File: src/rtl/jsine_pkg.sv
package jsine_pkg;
  localparam int STAGES = 7;
  localparam int TAPS   = STAGES - 1;

  typedef struct packed {
    logic sumEn;       // ring moved on the previous edge
    logic cycleStart;  // ring just wrapped into the first zero state
  } ctrlStrobes_t;
endpackage

File: src/rtl/jsine_ctrl.sv
module jsine_ctrl
  import jsine_pkg::*;
(
  input  logic              clk,
  input  logic              rst,
  input  logic              stepEn,
  output logic [TAPS-1:0]   taps,
  output ctrlStrobes_t      strobes
);
  localparam logic [STAGES-1:0] LAST_STATE = STAGES'(1) << (STAGES - 1);

  logic [STAGES-1:0] ringQ;
  logic [STAGES-1:0] ringNext;
  logic              legal;

  // A state is legal when it is a run of ones from bit 0 or its complement.
  function automatic logic isLegal(input logic [STAGES-1:0] v);
    logic ok;
    logic [STAGES-1:0] fill;
    ok = 1'b0;
    for (int n = 0; n <= STAGES; n++) begin
      fill = STAGES'((64'd1 << n) - 64'd1);
      if (v == fill || v == ~fill) ok = 1'b1;
    end
    return ok;
  endfunction

  assign legal = isLegal(ringQ);

  always_comb begin
    if (!legal)      ringNext = '0;
    else if (stepEn) ringNext = {ringQ[STAGES-2:0], ~ringQ[STAGES-1]};
    else             ringNext = ringQ;
  end

  always_ff @(posedge clk) begin
    if (rst) begin
      ringQ              <= '0;
      strobes.sumEn      <= 1'b0;
      strobes.cycleStart <= 1'b0;
    end else begin
      ringQ              <= ringNext;
      strobes.sumEn      <= stepEn & legal;
      strobes.cycleStart <= stepEn & legal & (ringQ == LAST_STATE);
    end
  end

  // Stage 0 is left out; taps[TAPS-1] is the first stage to fill.
  for (genvar k = 0; k < TAPS; k++) begin : g_tap
    assign taps[TAPS-1-k] = ringQ[k+1];
  end
endmodule

File: src/rtl/jsine_dp.sv
module jsine_dp
  import jsine_pkg::*;
#(
  parameter int          WGT_W = 8,
  parameter int          SUM_W = WGT_W + 3,
  parameter int unsigned WEIGHTS [TAPS] = '{28, 50, 62, 62, 50, 28}
) (
  input  logic             clk,
  input  logic             rst,
  input  logic [TAPS-1:0]  taps,
  input  ctrlStrobes_t     strobes,
  output logic [SUM_W-1:0] level
);
  logic [SUM_W-1:0] terms [TAPS];
  logic [SUM_W-1:0] sumNext;

  for (genvar k = 0; k < TAPS; k++) begin : g_term
    localparam logic [WGT_W-1:0] W_K = WGT_W'(WEIGHTS[k]);
    assign terms[k] = taps[k] ? SUM_W'(W_K) : '0;
  end

  always_comb begin
    sumNext = '0;
    for (int k = 0; k < TAPS; k++) sumNext = sumNext + terms[k];
  end

  always_ff @(posedge clk) begin
    if (rst)                level <= '0;
    else if (strobes.sumEn) level <= sumNext;
  end
endmodule

File: src/rtl/jsine_synth.sv
module jsine_synth
  import jsine_pkg::*;
#(
  parameter int          WGT_W = 8,
  parameter int          SUM_W = WGT_W + 3,
  parameter int unsigned WEIGHTS [TAPS] = '{28, 50, 62, 62, 50, 28}
) (
  input  logic             clk,
  input  logic             rst,
  input  logic             stepEn,
  output logic [TAPS-1:0]  taps,
  output logic [SUM_W-1:0] level,
  output logic             cycleStart
);
  ctrlStrobes_t strobes;

  jsine_ctrl u_ctrl (
    .clk    (clk),
    .rst    (rst),
    .stepEn (stepEn),
    .taps   (taps),
    .strobes(strobes)
  );

  jsine_dp #(.WGT_W(WGT_W), .SUM_W(SUM_W), .WEIGHTS(WEIGHTS)) u_dp (
    .clk    (clk),
    .rst    (rst),
    .taps   (taps),
    .strobes(strobes),
    .level  (level)
  );

  assign cycleStart = strobes.cycleStart;
endmodule

File: config.mk
export PLATFORM = sky130hd
export DESIGN_NAME = jsine_synth
export DESIGN_NICKNAME = d
export VERILOG_FILES = /design/src/rtl/jsine_pkg.sv /design/src/rtl/jsine_ctrl.sv /design/src/rtl/jsine_dp.sv /design/src/rtl/jsine_synth.sv
export SDC_FILE = /design/constraint.sdc
export NUM_CORES = 1
export LEC_CHECK = 0
export BUFFER_PORTS_ARGS = -buffer_cell sky130_fd_sc_hd__buf_4
export CORE_ASPECT_RATIO = 0.8
export CORE_UTILIZATION = 47
export DETAILED_ROUTE_END_ITERATION = 8
export GPL_TIMING_DRIVEN = 0
export PLACE_DENSITY = 0.77
export SLEW_MARGIN = 40
export SYNTH_ARGS = -nofsm -noshare
export SYNTH_HDL_FRONTEND = slang
export SYNTH_HIERARCHICAL = 1
export SYNTH_SLANG_ARGS = --single-unit
File: constraint.sdc
create_clock -name clk -period 3.9 [get_ports clk]
set_input_delay 0.78 -clock clk [delete_from_list [all_inputs] [get_ports clk]]
set_output_delay 0.78 -clock clk [all_outputs]
set_load 0.03 [all_outputs]
== Word level (Yosys, flattened, before mapping) ==
Index checks and enable logic that the tools add are counted.

* Bits in registers: 20
* Bits of input ports: 3
* Word-level logic and storage cells: 48

* Add/sub/neg operators: 5
* Equal/unequal tests: 13
* Mux-type cells: 13
* Bitwise gates (word level): 4
* Reduce and logical (&&, ||, !) cells: 9

{| class="wikitable"
|+ Operators with widths
! cell !! number
|-
| $add 11x11->11 || 5
|-
| $eq 7x7->1 const B || 7
|-
| $mux 6 || 4
|-
| $mux 5 || 2
|-
| $eq 7x1->1 const B || 1
|-
| $eq 7x2->1 const B || 1
|-
| $eq 7x3->1 const B || 1
|-
| $eq 7x4->1 const B || 1
|-
| $eq 7x5->1 const B || 1
|-
| $eq 7x6->1 const B || 1
|-
| $logic_not 7->1 || 1
|-
| $logic_or 1x1->1 || 7
|-
| $mux 1 || 7
|-
| $and 1x1->1 || 2
|-
| $not 1->1 || 2
|-
| $reduce_or 2->1 || 1
|}

== Logic depth before layout (Yosys ltp) ==
* Word-level depth: 11
* Depth in mapped cells: 11

== Hierarchy ==
The synthesis kept the hierarchy.

{| class="wikitable"
|+ By module, submodules not included
! module !! instances !! cells each !! area an instance (um^2)
|-
| jsine_dp || 1 || 81 || 788.3
|-
| jsine_ctrl || 1 || 49 || 515.5
|}

== Worst setup path after synthesis ==
OpenSTA, ideal clock, no wires.

* Path type: register to register
* Start: register u_ctrl.ringQ[5]
* End: register u_dp.level[6]
* Setup time: 0.095 ns
* Data arrival time: 3.268 ns
* Required time: 3.805 ns
* Slack: 0.536 ns
* Stages on the path, launching flop included: 11
* Path buffers: 1
* Period minus slack after synthesis: 3.364 ns
* Cells stage by stage: dfxtp_1 -> buf_4 -> inv_1 -> fa_1 -> fa_1 -> inv_1 -> fa_1 -> ha_1 -> and3_4 -> or4_1 -> o311ai_1

* Longest elaborated chain between the ends: 6

{| class="wikitable"
|+ Ends and longest elaborated chain
! element !! line !! text
|-
| from (decl) || jsine_ctrl.sv:12 || <nowiki>logic [STAGES-1:0] ringQ;</nowiki>
|-
| from (signal assigned) || jsine_ctrl.sv:42 || <nowiki>ringQ <= ringNext;</nowiki>
|-
| $mux 6 || jsine_dp.sv:19 || <nowiki>assign terms[k] = taps[k] ? SUM_W'(W_K) : '0;</nowiki>
|-
| $add 11x11->11 (5 in a row) || jsine_dp.sv:24 || <nowiki>for (int k = 0; k < TAPS; k++) sumNext = sumNext + terms[k];</nowiki>
|-
| to (signal assigned) || jsine_dp.sv:29 || <nowiki>else if (strobes.sumEn) level <= sumNext;</nowiki>
|-
| to (decl) || jsine_dp.sv:12 || <nowiki>output logic [SUM_W-1:0] level</nowiki>
|}

Every way passes these cells.
A chain may end at the register's enable or synchronous reset.

== Worst setup path in the final report ==
* Start: register u_ctrl.ringQ[4]
* End: register u_dp.level[6]

* Longest elaborated chain between the ends: 5

{| class="wikitable"
|+ Ends and longest elaborated chain
! element !! line
|-
| $mux 6 || jsine_dp.sv:19
|-
| $add 11x11->11 (4 in a row) || jsine_dp.sv:24
|}

Every way passes these cells.

==> results.json <==
{
  "outcome": "finished clean",
  "synthTopCellsByCount": "17 x dfxtp_1, 16 x inv_1, 12 x mux2i_1",
  "power_frac_seq_pct": 53.5,
  "portBuffers": 16,
  "grt_pass1_wl_mm": 4.17,
  "route.detailed.drc": 0,
  "num_io_pins": 21,
  "cts.clk_slew.worst_paths_ns": 0.10,
  "utilization_pct": 59.2,
  "tns_ns": 0,
  "die_w_um": 60.9,
  "cp_data_required_time_ns": 4.10,
  "vias": 967,
  "num-nets-final": 175,
  "drt_iter0_drc": 14,
  "overflow": 0,
  "synth_area_leaders": "dfxtp_1 26%, fa_1 12%, ha_1 11%",
  "ys.flop_type": "dfxtp_1",
  "areaGrowthSynthToFinish_pct": 15.4,
  "drv_slew": 0,
  "yosysMostFrequentCell": "dfxtp_1",
  "endpoint_kind": "flip-flop",
  "gp_congestion": 0.846,
  "synth-edff-count": 0,
  "period_minus_slack_ns": 3.52,
  "maxCapViolCount": 0,
  "grt_max_degree": 11,
  "cts_tree": "done",
  "dr.pass1.iters": 4,
  "dp_hpwl_mm": 1.99,
  "ys.warnings.count": 6,
  "drive_above_1_share_pct": 29.6,
  "clock_path_buffers": 2,
  "async_reset_ff_share_pct": 0,
  "r2r_cells": 10,
  "startpoint": "u_ctrl/ringQ[4]$_SDFFE_PP0P_",
  "antenna_found_initial": 0,
  "total_power_uw": 341,
  "start_kind": "flip-flop",
  "whs_path_depth": 2,
  "multi_input_area_um2": 823,
  "synthDistinctLibCells": 38,
  "core-area_um2": 2540,
  "skew_ns": 0.00616,
  "start_util_pct": 51.3,
  "switching_share_pct": 29.1,
  "std_cell_rows": 16,
  "seq_area_frac_synth_pct": 26.1,
  "yosysTopAreaCellShare_pct": 26.1,
  "p_comb_share_pct": 18.5,
  "crit_fanout": 7,
  "ctsRootBufferMaster": "clkbuf_4",
  "numCtsBuffers": 3,
  "hp-class": "flip-flop to flip-flop",
  "die-area_um2": 2990,
  "fmax_mhz": 284,
  "setup_viol": 0,
  "powerDensity_nw_per_um2": 227,
  "ys_seq_elements": 17,
  "cts.sinks": 17,
  "arrival_ns": 3.73,
  "hold_viol": 0,
  "ir_drop_mv": 0.164,
  "register_area_um2": 340,
  "synth_area_um2": 1300,
  "post_cts_buffers": 0,
  "h-tree-depth": 1,
  "intPower_uw": 242,
  "clkPwrFrac_pct": 28.0,
  "setup.worst_path.class": "flip-flop to flip-flop",
  "ant_nets": 0,
  "reg2reg_from": "u_ctrl/ringQ[4]$_SDFFE_PP0P_",
  "die_y_um": 49.1,
  "rsz0062_at_grt": "false",
  "worstSkewPairLatency_ns": 0.29,
  "wl_per_cell_um": 12.9,
  "syn_avg_cell_area_um2": 10.0,
  "fill_cells": 226,
  "routed_via_density": 5.14,
  "layout_worst_path_cycle_share_pct": 90.3,
  "antenna_cells": 0,
  "synth_largest_area_cell": "dfxtp_1",
  "cts_resized": 0,
  "grt_pass1_vias": 927,
  "grt_usage_pct": 18.7,
  "p_sw_uw": 99.1,
  "syn_inst": 130,
  "hold_start": "u_dp/level[6]$_SDFFE_PP0P_",
  "hold_buffers": 0,
  "routed_wl_mm": 2.42,
  "p_leak_uw": 0.000735
}
[per-stage QoR]
stage	instance area, um2	hold slack (ns)	std cells	setup slack (ns)
after floorplan	1310	0.483	132	0.536
after global placement	1480	0.475	184	0.452
after detailed placement	1480	0.488	184	0.393
after CTS	1500	0.511	188	0.354
after global routing	1500	0.531	188	0.220
final	1500	0.509	188	0.378
[power groups by stage]
stage	registers [uW]	logic (uW)	clock network (uW)
5_1_grt	183	68.8	107
2_1_floorplan	188	48.0	0
3_3_place_gp	186	61.2	0
6_report	182	63.0	95.5
4_1_cts	182	62.8	100
3_5_place_dp	186	62.5	0
[worst max-delay path, stage by stage, from the launching register on]
cell,delay (ns)
dfxtp_1,0.46
buf_4,0.17
inv_1,0.07
fa_1,0.52
fa_1,0.52
inv_1,0.06
fa_1,0.47
ha_1,0.37
and3_4,0.20
or4_1,0.50
o311ai_1,0.09
[state kept, by name, indices dropped and copies added, names as in the netlist]
name	cells
u_ctrl/strobes	2
u_dp/level	8
u_ctrl/ringQ	7
[cells by family (layout without fill, tap and decap cells)]
logic type | Yosys count | after routing | synth area share (%)
AND/OR/NAND/NOR | 24 | 24 | 9.89
buffers and inverters | 30 | 50 | 11.3
adder cells (fa/ha/maj) | 19 | 19 | 22.8
multiplexers | 12 | 12 | 9.21
XOR/XNOR | 3 | 3 | 2.02
other | 1 | 3 | 0.288
flip-flops | 17 | 17 | 26.1
AO/OA/AOI/OAI | 24 | 24 | 18.3
[cell usage in the layout (no fill, tap or decap), types with 2 or more instances in the layout]
master | Yosys | layout
buf_4 | 9 | 25
o21ai_0 | 2 | 2
clkbuf_1 | 3 | 3
nor2_1 | 8 | 8
mux2i_1 | 12 | 12
conb_1 | 1 | 3
nand2b_1 | 4 | 4
a21o_1 | 2 | 2
fa_1 | 8 | 8
a211oi_2 | 7 | 7
nand2_1 | 3 | 3
nand3_1 | 2 | 2
xnor2_1 | 2 | 2
inv_1 | 16 | 16
clkbuf_4 | 0 | 3
dfxtp_1 | 17 | 17
ha_1 | 11 | 11
a21o_2 | 2 | 2
[final cells by class]
class	count	share of cell area, %
clock buffer	3	1.50
inverter	17	4.24
tap	36	3.00
multi-input combinational	85	54.7
timing repair buffer	16	7.99
buffer	13	5.57
sequential	17	22.6
clock inverter	1	0.333
[path summary, 6_finish.rpt]
check	end	slack, ns
worst min register to register	u_dp/level[6]$_SDFFE_PP0P_	0.51
worst max register to register	u_dp/level[6]$_SDFFE_PP0P_	0.38
worst min-delay path	u_dp/level[6]$_SDFFE_PP0P_	0.51
worst max-delay path	u_dp/level[6]$_SDFFE_PP0P_	0.38
[per-layer routing]
layer	vias to the layer above	wire length [um]	global-route usage (%)
met1	464	1230	27.0
met3	4	91	2.39
li1	476	-	-
met4	0	35	6.82
met5	-	0	0
met2	23	1070	28.4
Power figures use the tool's default switching activity.
